File: config.mk
export PLATFORM = sky130hd
export DESIGN_NAME = card_iowr_seq
export DESIGN_NICKNAME = d
export VERILOG_FILES = /design/src/rtl/card_iowr_pkg.sv /design/src/rtl/card_iowr_fsm.sv /design/src/rtl/card_iowr_width.sv /design/src/rtl/card_iowr_pins.sv /design/src/rtl/card_iowr_seq.sv
export SDC_FILE = /design/constraint.sdc
export NUM_CORES = 1
export LEC_CHECK = 0
export ABC_AREA = 1
export BUFFER_PORTS_ARGS = -buffer_cell sky130_fd_sc_hd__buf_2
export CORE_MARGIN = 2
export CORE_UTILIZATION = 45
export DETAILED_ROUTE_END_ITERATION = 16
export PLACE_DENSITY = 0.74
export SLEW_MARGIN = 40
export SYNTH_ARGS = -nofsm -noshare
export SYNTH_HDL_FRONTEND = slang
export SYNTH_SLANG_ARGS = --single-unit
File: constraint.sdc
create_clock -name clk -period 3.4 [get_ports clk]
set_clock_uncertainty 0.2 [all_clocks]
set_input_delay 0.68 -clock clk [delete_from_list [all_inputs] [get_ports clk]]
set_output_delay 0.68 -clock clk [all_outputs]
set_load 0.01 [all_outputs]
File: src/rtl/card_iowr_pkg.sv
package card_iowr_pkg;

  localparam int DATA_W = 16;

  typedef enum logic [2:0] {
    ST_IDLE  = 3'd0,
    ST_SETUP = 3'd1,
    ST_LOW   = 3'd2,
    ST_HOLD  = 3'd3,
    ST_DONE  = 3'd4
  } seq_state_t;

  // Smallest cycle count whose duration covers ns.
  function automatic int ns2cyc(input int ns, input int per);
    return (ns + per - 1) / per;
  endfunction

  function automatic int imax(input int a, input int b);
    return (a > b) ? a : b;
  endfunction

endpackage

File: src/rtl/card_iowr_fsm.sv
module card_iowr_fsm
  import card_iowr_pkg::*;
#(
  parameter int SU_C  = 9,
  parameter int STB_C = 21,
  parameter int HD_C  = 4,
  parameter int CW    = 5
) (
  input  logic             clk,
  input  logic             rst_n,
  input  logic             start,
  output seq_state_t       state,
  output logic [CW-1:0]    cnt
);

  localparam logic [CW-1:0] SU_LAST  = CW'(SU_C - 1);
  localparam logic [CW-1:0] STB_LAST = CW'(STB_C - 1);
  localparam logic [CW-1:0] HD_LAST  = CW'(HD_C - 1);

  always_ff @(posedge clk or negedge rst_n) begin
    if (!rst_n) begin
      state <= ST_IDLE;
      cnt   <= '0;
    end else begin
      unique case (state)
        ST_IDLE: begin
          cnt <= '0;
          if (start) state <= ST_SETUP;
        end
        ST_SETUP: begin
          if (cnt == SU_LAST) begin
            state <= ST_LOW;
            cnt   <= '0;
          end else begin
            cnt <= cnt + 1'b1;
          end
        end
        ST_LOW: begin
          if (cnt == STB_LAST) begin
            state <= ST_HOLD;
            cnt   <= '0;
          end else begin
            cnt <= cnt + 1'b1;
          end
        end
        ST_HOLD: begin
          if (cnt == HD_LAST) begin
            state <= ST_DONE;
            cnt   <= '0;
          end else begin
            cnt <= cnt + 1'b1;
          end
        end
        default: begin
          state <= ST_IDLE;
          cnt   <= '0;
        end
      endcase
    end
  end

endmodule

File: src/rtl/card_iowr_width.sv
module card_iowr_width
  import card_iowr_pkg::*;
#(
  parameter int WID_C = 5,
  parameter int CW    = 5
) (
  input  logic          clk,
  input  logic          rst_n,
  input  logic          start,
  input  seq_state_t    state,
  input  logic [CW-1:0] cnt,
  input  logic          iois16_n,
  output logic          byte_mode
);

  localparam logic [CW-1:0] SAMPLE_AT = CW'(WID_C);

  always_ff @(posedge clk or negedge rst_n) begin
    if (!rst_n) begin
      byte_mode <= 1'b0;
    end else if (start) begin
      byte_mode <= 1'b0;
    end else if (state == ST_SETUP && cnt == SAMPLE_AT) begin
      byte_mode <= iois16_n;
    end
  end

endmodule

File: src/rtl/card_iowr_pins.sv
module card_iowr_pins
  import card_iowr_pkg::*;
#(
  parameter int ADDR_W    = 10,
  parameter int CW        = 5,
  parameter int ADDR_HD_C = 2,
  parameter int CE_HD_C   = 2,
  parameter int DATA_HD_C = 3
) (
  input  seq_state_t        state,
  input  logic [CW-1:0]     cnt,
  input  logic [ADDR_W-1:0] addr_q,
  input  logic [DATA_W-1:0] data_q,
  input  logic              byte_mode,
  output logic [ADDR_W-1:0] card_addr,
  output logic              card_ce_n,
  output logic              card_reg_n,
  output logic              card_iowr_n,
  output logic [DATA_W-1:0] card_data,
  output logic              card_data_oe_lo,
  output logic              card_data_oe_hi
);

  logic active, in_hold, addr_on, ce_on, data_on;

  always_comb begin
    active  = (state == ST_SETUP) || (state == ST_LOW);
    in_hold = (state == ST_HOLD);
    addr_on = active || (in_hold && (cnt < CW'(ADDR_HD_C)));
    ce_on   = active || (in_hold && (cnt < CW'(CE_HD_C)));
    data_on = active || (in_hold && (cnt < CW'(DATA_HD_C)));

    card_addr       = addr_on ? addr_q : '0;
    card_ce_n       = !ce_on;
    card_reg_n      = !active;
    card_iowr_n     = (state != ST_LOW);
    card_data_oe_lo = data_on;
    card_data_oe_hi = data_on && !byte_mode;
    card_data       = {card_data_oe_hi ? data_q[15:8] : 8'h00,
                       card_data_oe_lo ? data_q[7:0]  : 8'h00};
  end

endmodule

File: src/rtl/card_iowr_seq.sv
module card_iowr_seq
  import card_iowr_pkg::*;
#(
  parameter int CLK_PERIOD_NS = 10,
  parameter int ADDR_W        = 10,
  parameter int T_ADDR_SU_NS  = 70,
  parameter int T_ADDR_HD_NS  = 20,
  parameter int T_CE_SU_NS    = 5,
  parameter int T_CE_HD_NS    = 20,
  parameter int T_REG_SU_NS   = 5,
  parameter int T_DATA_SU_NS  = 60,
  parameter int T_DATA_HD_NS  = 30,
  parameter int T_STB_W_NS    = 165,
  parameter int T_WID_DLY_NS  = 35
) (
  input  logic              clk,
  input  logic              rst_n,
  input  logic              cmd_valid,
  output logic              cmd_ready,
  input  logic [ADDR_W-1:0] cmd_addr,
  input  logic [15:0]       cmd_data,
  output logic [ADDR_W-1:0] card_addr,
  output logic              card_ce_n,
  output logic              card_reg_n,
  output logic              card_iowr_n,
  output logic [15:0]       card_data,
  output logic              card_data_oe_lo,
  output logic              card_data_oe_hi,
  input  logic              card_iois16_n,
  output logic              wr_done,
  output logic              wr_byte_mode
);

  localparam int ADDR_SU_C = ns2cyc(T_ADDR_SU_NS, CLK_PERIOD_NS);
  localparam int ADDR_HD_C = ns2cyc(T_ADDR_HD_NS, CLK_PERIOD_NS);
  localparam int CE_SU_C   = ns2cyc(T_CE_SU_NS,   CLK_PERIOD_NS);
  localparam int CE_HD_C   = ns2cyc(T_CE_HD_NS,   CLK_PERIOD_NS);
  localparam int REG_SU_C  = ns2cyc(T_REG_SU_NS,  CLK_PERIOD_NS);
  localparam int DATA_SU_C = ns2cyc(T_DATA_SU_NS, CLK_PERIOD_NS);
  localparam int DATA_HD_C = ns2cyc(T_DATA_HD_NS, CLK_PERIOD_NS);
  localparam int STB_W_C   = ns2cyc(T_STB_W_NS,   CLK_PERIOD_NS);
  localparam int WID_C     = ns2cyc(T_WID_DLY_NS, CLK_PERIOD_NS);

  localparam int SU_C  = imax(imax(ADDR_SU_C, CE_SU_C), imax(REG_SU_C, WID_C + 1));
  localparam int STB_C = imax(STB_W_C, DATA_SU_C - SU_C);
  localparam int HD_C  = imax(imax(ADDR_HD_C, CE_HD_C), imax(DATA_HD_C, 1));
  localparam int CW    = $clog2(imax(imax(SU_C, STB_C), HD_C) + 1);

  seq_state_t        state;
  logic [CW-1:0]     cnt;
  logic              start;
  logic [ADDR_W-1:0] addr_q;
  logic [15:0]       data_q;

  assign cmd_ready = (state == ST_IDLE);
  assign start     = cmd_valid && cmd_ready;
  assign wr_done   = (state == ST_DONE);

  always_ff @(posedge clk or negedge rst_n) begin
    if (!rst_n) begin
      addr_q <= '0;
      data_q <= '0;
    end else if (start) begin
      addr_q <= cmd_addr;
      data_q <= cmd_data;
    end
  end

  card_iowr_fsm #(
    .SU_C(SU_C), .STB_C(STB_C), .HD_C(HD_C), .CW(CW)
  ) u_fsm (
    .clk(clk), .rst_n(rst_n), .start(start), .state(state), .cnt(cnt)
  );

  card_iowr_width #(
    .WID_C(WID_C), .CW(CW)
  ) u_width (
    .clk(clk), .rst_n(rst_n), .start(start), .state(state), .cnt(cnt),
    .iois16_n(card_iois16_n), .byte_mode(wr_byte_mode)
  );

  card_iowr_pins #(
    .ADDR_W(ADDR_W), .CW(CW), .ADDR_HD_C(ADDR_HD_C),
    .CE_HD_C(CE_HD_C), .DATA_HD_C(DATA_HD_C)
  ) u_pins (
    .state(state), .cnt(cnt), .addr_q(addr_q), .data_q(data_q),
    .byte_mode(wr_byte_mode), .card_addr(card_addr), .card_ce_n(card_ce_n),
    .card_reg_n(card_reg_n), .card_iowr_n(card_iowr_n), .card_data(card_data),
    .card_data_oe_lo(card_data_oe_lo), .card_data_oe_hi(card_data_oe_hi)
  );

endmodule

Word level (Yosys, flattened, before mapping) --
Index checks and enable logic that the tools add are counted.
Word-level totals: bits in registers 35, input port bits 30, output and inout bits 34, logic and storage cells 49
Cells by class: add/sub/neg operators 1, order comparisons 2, equal/unequal tests 13, muxes and demuxes 14, reduce and logical (&&, ||, !) cells 14
Operators with widths (count):
- 2-to-1 mux 8 bit | 2
- 2-to-1 mux 5 bit | 3
- case mux 5 bit (3 select lines) | 1
- 2-to-1 mux 3 bit | 4
- case mux 3 bit (4 select lines) | 1
- == test 5 x 3 -> 1 bit, second input constant | 2
- less-than comparator 5 x 2 -> 1 bit, second input constant | 2
- 2-to-1 mux 10 bit | 1
- == test 3 x 2 -> 1 bit, second input constant | 2
- != test 2 x 1 -> 1 bit, second input constant | 3
- adder 5 x 1 -> 5 bit, second input constant | 1
- == test 5 x 2 -> 1 bit, second input constant | 1
- == test 5 bit, second input constant | 1
- logical AND 1 bit | 5
- AND reduction 4 bit | 1
- == test 3 x 1 -> 1 bit, second input constant | 1
- == test 3 bit, second input constant | 1
- logical NOT 1 bit | 3
- logical NOT 3 bit | 1
- logical OR 1 bit | 3
- != test 3 x 2 -> 1 bit, second input constant | 1
- 2-to-1 mux 1 bit | 2
- != test 2 bit, second input constant | 1
- nonzero test 2 bit | 1

Longest topological paths before layout --
Gate-level depths: netlist (run 1).
depth in word-level cells 5, gate-level depth with buffers 10, depth with buffers taken out 10

Modules after synthesis --
From an unflattened synthesis (run 1), not the netlist that was laid out.
Unflattened totals: cells, all modules 279, area total of the unflattened synthesis 2047.0 um2
Modules (own cells, without submodules):
- card_iowr_seq | instances 1, cells each 120, area an instance 1127.3 um2, sequential area each 650.6 um2
- card_iowr_fsm | instances 1, cells each 66, area an instance 508.0 um2, sequential area each 200.2 um2
- card_iowr_pins | instances 1, cells each 75, area an instance 314.1 um2, sequential area each 0.0 um2
- card_iowr_width | instances 1, cells each 18, area an instance 97.6 um2, sequential area each 25.0 um2

Least setup slack after synthesis (run 1) --
Ideal clock, no wire load.
path type register -> output, start reg u_fsm.state[0], end out card_data[10], arrival time 1210 ps, required time 2520 ps, slack 1310 ps, stages on the path, launching flop included 10, buffers on the path 0, cell sequence dfrtp_1 > inv_1 > nand2_1 > nor2_1 > inv_2 > nand2_2 > inv_2 > nand2_4 > nand2_4 > nor2_1
Between the ends: longest elaborated chain between the ends 5, elaborated cells between the ends (all ways) 8, those cells by class 3 x eq/ne; 1 x mux; 4 x reduce/logical
Ends and longest elaborated chain:
- start: declaration | RTL line card_iowr_fsm.sv:12 | output seq_state_t state,
- start signal: assignment | RTL line card_iowr_fsm.sv:22 | state <= ST_IDLE;
- start signal: assignment | RTL line card_iowr_fsm.sv:28 | if (start) state <= ST_SETUP;
- start signal: assignment | RTL line card_iowr_fsm.sv:32 | state <= ST_LOW;
- == test 3 x 1 -> 1 bit (tied with other cells) | RTL line card_iowr_pins.sv:27 | active = (state == ST_SETUP) || (state == ST_LOW);
- logical OR 1 bit or logical AND 1 bit (tied branches) | RTL line card_iowr_pins.sv:27, card_iowr_pins.sv:31
- logical OR 1 bit * | RTL line card_iowr_pins.sv:31 | data_on = active || (in_hold && (cnt < CW'(DATA_HD_C)));
- via card_data_oe_lo | RTL line card_iowr_seq.sv:27 | output logic card_data_oe_lo,
- logical AND 1 bit * | RTL line card_iowr_pins.sv:38 | card_data_oe_hi = data_on && !byte_mode;
- 2-to-1 mux 8 bit * | RTL line card_iowr_pins.sv:39 | card_data = {card_data_oe_hi ? data_q[15:8] : 8'h00,
- end: declaration | RTL line card_iowr_seq.sv:26 | output logic [15:0] card_data,
Mark *: on every way through the listed nets, which the timed path passes. The rest lies on a longest branch.

Worst setup path after layout (run 1) --
start reg u_fsm.cnt[4], end out card_data[7]
Between the ends: longest elaborated chain between the ends 4
Ends and longest elaborated chain:
- start: declaration | RTL line card_iowr_fsm.sv:13 | output logic [CW-1:0] cnt
- start signal: assignment | RTL line card_iowr_fsm.sv:35 | cnt <= cnt + 1'b1;
- start signal: assignment | RTL line card_iowr_fsm.sv:43 | cnt <= cnt + 1'b1;
- start signal: assignment | RTL line card_iowr_fsm.sv:51 | cnt <= cnt + 1'b1;
- less-than comparator 5 x 2 -> 1 bit | RTL line card_iowr_pins.sv:31
- logical AND 1 bit | RTL line card_iowr_pins.sv:31
- logical OR 1 bit | RTL line card_iowr_pins.sv:31
- 2-to-1 mux 8 bit | RTL line card_iowr_pins.sv:40 | card_data_oe_lo ? data_q[7:0] : 8'h00};
Every way passes these cells.

==> impl_metrics.yaml, run 1 <==
floorplan:
  num_rows: 22
  core_area_mm2: 0.00366
  pin_count: 64
  die_w_um: 65.8
  die_h_um: 65.8
  die_area_mm2: 0.00433
  start_util_pct: 47.0
grt:
  grt_pass1_vias: 1366
  overflow: 0
  antenna_found_initial: 0
  grt_max_degree: 54
  grt_pass1_wl_um: 5760
  grt_usage_pct: 17.7
critical_path:
  cp-start-kind: "register"
  cp.arrival_ps: 1700
  crit_path_end_kind: "output port"
  cp_max_fo: 8
  cp.required_ps: 2520
  crit_type: "reg2out"
route:
  wirelength_um: 3450
  first_iter_violations: 68
  wire_per_inst_um: 10.2
  vias: 1518
  ant_nets: 0
  avgViaCountPerCell: 4.50
  drcViolationCount: 0
  dr.pass1.iters: 4
power_and_ir_drop:
  ir_drop_v: 0.000427
  swShare_pct: 42.4
  power.internal_mw: 1.33
  leakage_nw: 1.32
  power_density_mw_per_mm2: 1040
  clockPowerShare_pct: 19.0
  switchingPower_mw: 0.978
  power_frac_seq_pct: 28.8
  p_comb_share_pct: 52.2
sta:
  setup_viol_count_final: 0
  tns_ps: 0
  worstMarginPinSlew_ps: 483
  hold_violations: 0
  rsz0062_at_grt: "false"
  max_slew_margin_pct: 67.8
  setup_slack_ps: 817
  slew_violations: 0
  fin_crit_sh_pct: 76.0
  layout_min_cycle_time_ps: 2580
  fmax_ghz: 0.387
logic_synthesis:
  synth_fa_ha_area_share_pct: 2.18
  synth_top_family_by_area: "simple AND/OR/NAND/NOR gates"
  yosysWarningCount: 0
  yosys_register_bits: 35
  synthCells: 223
  synth_xor_area_share_pct: 1.53
  yosysSeqAreaShare_pct: 50.9
  synth.distinct_cells: 21
  netlist_area_mm2: 0.00172
  avgSynthCellArea_um2: 7.71
  syn_nets: 256
  synth_compound_area_share_pct: 8.59
  post_synth_and_or_nand_nor_area_fraction_pct: 24.6
  synth_mux_area_share_pct: 0
place:
  dp_hpwl_um: 2510
  place.gp.congestion: 0.884
  pre_cts_ws_ps: 871
  dp_cells: 329
  portBuffers: 63
cts:
  cts-resized-gates: 0
  cts_buffer_depth: 2
  postCtsHoldBufs: 0
  cts_tree: "yes"
  htree_levels: 2
  clkTransAtPathRegs_ps: 70
  numCtsBuffers: 5
  cts.sinks: 35
  cts_setup_buffers: 0
  clk_latency_ps: 280
  clockRootBuffer: "clkbuf_8"
finish:
  finalNonFillerCells: 337
  fin_nets: 321
  n_antenna_cell: 0
  drive_above_1_share_pct: 28.7
  syn2layout_area_growth_pct: 28.5
flow_run:
  drv_cap: 0
min_path:
  min_path_type: "in2async"
outcome:
  outcome: "finished, final reports clean"
## stage by stage
| step | hold slack (ps) | utilization, % | instance area, um2 | power, mW |
|---|---|---|---|---|
| floorplan | 184 | - | 1720 | 1.46 |
| global placement | 273 | 56.5 | 2070 | 1.87 |
| detailed placement | 283 | 56.5 | 2070 | 1.89 |
| CTS | 291 | 60.2 | 2200 | 2.33 |
| global route | 166 | 60.3 | 2210 | 2.53 |
| finish | 136 | 60.3 | 2210 | 2.31 |
## layout by cell type, fill, tap and decap left out, types with 3 or more instances in the layout
master | netlist | layout
nor2_1 | 67 | 67
inv_1 | 41 | 41
clkbuf_8 | 0 | 5
a21oi_1 | 27 | 26
nand2_1 | 19 | 19
buf_2 | 5 | 62
ha_1 | 3 | 3
nand3_1 | 5 | 5
dfrtp_1 | 35 | 35
inv_2 | 6 | 6
## per-layer routing
layer	global-route usage, %	part of all wire, %	routed length [um]	vias up
li1	-	-	-	793
met1	21.4	43	1500	677
met2	27.7	47	1630	40
met3	6.64	7.0	241	8
met4	8.85	2.4	82	0
met5	0	0	0	-
## worst max-delay path, stage by stage, from the launching register on
cell     delay [ps]
dfrtp_1         440
nor2_1          160
nand2_1          70
nor2_1          170
nand2_1         120
nand2_4         100
inv_2            80
nor2_1          120
buf_2           150
## flip-flops by register name (all words and copies together) (netlist names)
| signal | count |
|---|---|
| data_q | 16 |
| u_fsm.cnt | 5 |
| u_fsm.state | 3 |
| addr_q | 10 |
| u_width.byte_mode | 1 |
## final cells by class
cell class | instances | area [um2]
Fill cell | 348 | 1450
Sequential cell | 35 | 876
Multi-Input combinational cell | 135 | 638
Timing Repair Buffer | 64 | 325
Inverter | 47 | 176
Clock buffer | 6 | 72.6
Clock inverter | 2 | 60.1
Tap cell | 48 | 60.1
## final timing paths
check	start	end	slack, ps	cells past startpoint
setup / recovery	u_fsm.cnt[4]$_DFF_PN0_	card_data[7]	820	8
hold / removal	rst_n	u_fsm.cnt[4]$_DFF_PN0_	140	1
setup reg to reg	u_fsm.cnt[1]$_DFF_PN0_	u_fsm.state[0]$_DFFE_PN0P_	1720	10
hold reg to reg	u_fsm.cnt[0]$_DFF_PN0_	u_fsm.cnt[0]$_DFF_PN0_	290	1
max in group asynchronous	rst_n	addr_q[2]$_DFFE_PN0P_	2560	1
min in group clk	u_fsm.cnt[0]$_DFF_PN0_	u_fsm.cnt[0]$_DFF_PN0_	290	1
## cell families (layout without fill, tap and decap cells)
family,after synthesis,after routing
buf+inv,53,119
compound gates,29,29
xor+xnor,3,3
fa+ha+maj,3,3
simple gates,100,100
flops,35,35
## power by group through the flow
stage               Combinational, mW  Sequential (mW)  Clock (mW)
global route                     1.38            0.685       0.463
floorplan                       0.809            0.655           0
global placement                 1.21            0.663           0
finish                           1.20            0.664       0.438
detailed placement               1.22            0.673           0
CTS                              1.22            0.665       0.445
## synth_stat cells, drive strengths merged
master   n  share of area [%]
dfrtp   35                 51
o21bai   1               0.44
ha       3                2.2
nand3    5                1.5
nand4    2               0.73
xor2     1               0.51
nand2   22                5.8
inv     47                 10
nand3b   1               0.44
nor3     2               0.87
xnor2    2                1.0
nor2    68                 15
buf      6                1.9
o21ai    1               0.29
a21oi   27                7.9
Note: power is estimated with default switching activity, not from simulation.
==> inputs of run 2 (changes only) <==
- clock period: 3.4 -> 2.7 ns (I/O delays scaled with it)
==> run 2 against run 1 <==
  * Critical path depth is the same
  * Combinational power grew 27%
  * Worst hold slack lost 130 ps
  * Utilization shrank 1.3 points
  * Worst setup slack lost 530 ps
  * Sequential share of layout area grew 0.87 points
  * Register-to-register slack lost 720 ps
  * Total power grew 18%
  * Largest power group unchanged
==> impl_metrics.yaml, run 2 (synthesized netlist as in run 1, its figures left out) <==
finish:
  n_antenna_cell: 0
  drive_above_1_share_pct: 28.7
  final_util_pct: 59.0
  top_register: "data_q"
  top_regs: "data_q (16), addr_q (10), u_fsm.cnt (5)"
  finalNonFillerCells: 337
  fill_cells: 365
  mostFrequentLayoutCells: "nor2_1 (67), buf_2 (62), inv_1 (41), dfrtp_1 (35), a21oi_1 (26)"
  fin_nets: 321
  largest_register_ff_count: 16
  syn2layout_area_growth_pct: 25.7
  layout_commonest_cell: "nor2_1"
critical_path:
  r2r_cells: 10
  startpoint: "u_fsm.state[0]$_DFFE_PN0P_"
  crit_path_end_kind: "output port"
  cp_max_fo: 11
  cp.required_ps: 1960
  crit_type: "reg2out"
  cpMostUsedCell: "nor2_1"
  r2r-end: "u_fsm.state[0]$_DFFE_PN0P_"
  r2r_setup_slack_ps: 1000
  path_cells: "inv_1 > nand2_1 > nor2_1 > inv_2 > nand2_2 > a21oi_2 > nor2_1 > buf_2"
  slowest_stage: "dfrtp_1"
  rr_startpoint: "u_fsm.cnt[1]$_DFF_PN0_"
  slowest_delay_ps: 460
  cp-start-kind: "register"
  cp.arrival_ps: 1670
grt:
  grt_usage_pct: 16.8
  overflow: 0
  antenna_found_initial: 0
  grt_pass1_vias: 1342
  grt_pass1_wl_um: 5640
  grt_max_degree: 54
place:
  place.gp.congestion: 0.884
  portBuffers: 63
  dp_hpwl_um: 2530
  dp_cells: 329
power_and_ir_drop:
  clockPowerShare_pct: 13.1
  power.internal_mw: 1.48
  swShare_pct: 45.2
  power_frac_seq_pct: 30.8
  leakage_nw: 1.29
  p_comb_share_pct: 56.1
  power_density_mw_per_mm2: 1250
  ir_drop_v: 0.000606
  switchingPower_mw: 1.23
cts:
  postCtsHoldBufs: 0
  htree_levels: 2
  clk_latency_ps: 270
  cts_buffer_depth: 2
  cts.sinks: 35
  numCtsBuffers: 5
  cts-resized-gates: 0
  clkTransAtPathRegs_ps: 70
  clockRootBuffer: "clkbuf_8"
  cts_setup_buffers: 0
  cts_tree: "yes"
sta:
  layout_min_cycle_time_ps: 2410
  rsz0062_at_grt: "false"
  max_slew_margin_pct: 67.7
  holdWs_ps: 6.45
  fmax_ghz: 0.415
  hold_violations: 0
  fin_crit_sh_pct: 89.3
  slew_violations: 0
  worstMarginPinSlew_ps: 485
  setup_viol_count_final: 0
  tns_ps: 0
route:
  wirelength_um: 3380
  vias: 1489
  dr.pass1.iters: 4
  ant_nets: 0
  first_iter_violations: 78
  avgViaCountPerCell: 4.42
  wire_per_inst_um: 10.0
  drcViolationCount: 0
floorplan:
  die_w_um: 65.8
  die_area_mm2: 0.00433
  num_rows: 22
  start_util_pct: 47.0
  core_area_mm2: 0.00366
  die_h_um: 65.8
  pin_count: 64
flow_run:
  drv_cap: 0
outcome:
  outcome: "finished, final reports clean"
min_path:
  min_path_type: "in2async"
-- run 2: how the worst max path moves through the flow --
stage	cells past startpoint	endpoint	slack, ps
detailed placement	8	card_addr[9]	310
global route	8	card_addr[9]	170
global placement	8	card_addr[9]	360
finish	8	card_addr[9]	290
CTS	8	card_addr[9]	3
floorplan	9	card_data[10]	750
-- run 2: worst max-delay path: cells and delay by family (launching register included) --
kind	cells	cell delay [ps]
DFF	1	460
buffers and inverters	3	280
and+or+nand+nor	4	290
AOI/OAI and AO/OA	1	370
-- run 2: area by class of cell --
type                    count  area, um2  area share, %
well taps                  48       60.1           2.78
clock buffers               6       72.6           3.36
multi-input cells         135        638           29.5
inverters                  47        176           8.16
clock inverters             2       12.5          0.579
flip-flops and latches     35        876           40.5
repair buffers             64        325           15.1
-- run 2: power by group through the flow --
stage	Combinational [mW]	Sequential [mW]	Clock, mW
after detailed placement	1.54	0.845	0
after global routing	1.73	0.860	0.386
after CTS	1.54	0.835	0.367
after global placement	1.52	0.835	0
after floorplan	1.02	0.825	0
final	1.52	0.833	0.356
-- run 2: metrics by stage --
step           worst slack (ps)  power (mW)  instance area, um2
4_1_cts                    3.44        2.74                2150
2_1_floorplan               750        1.84                1720
3_3_place_gp                357        2.35                2070
3_5_place_dp                313        2.38                2070
5_1_grt                     167        2.97                2160
6_report                    289        2.71                2160
-- run 2: layer usage --
| layer | track usage, % | wire (um) | vias up |
|---|---|---|---|
| li1 | - | - | 793 |
| met1 | 21.2 | 1570 | 656 |
| met2 | 28.5 | 1590 | 38 |
| met3 | 3.07 | 186 | 2 |
| met4 | 6.25 | 28 | 0 |
| met5 | 0 | 0 | - |
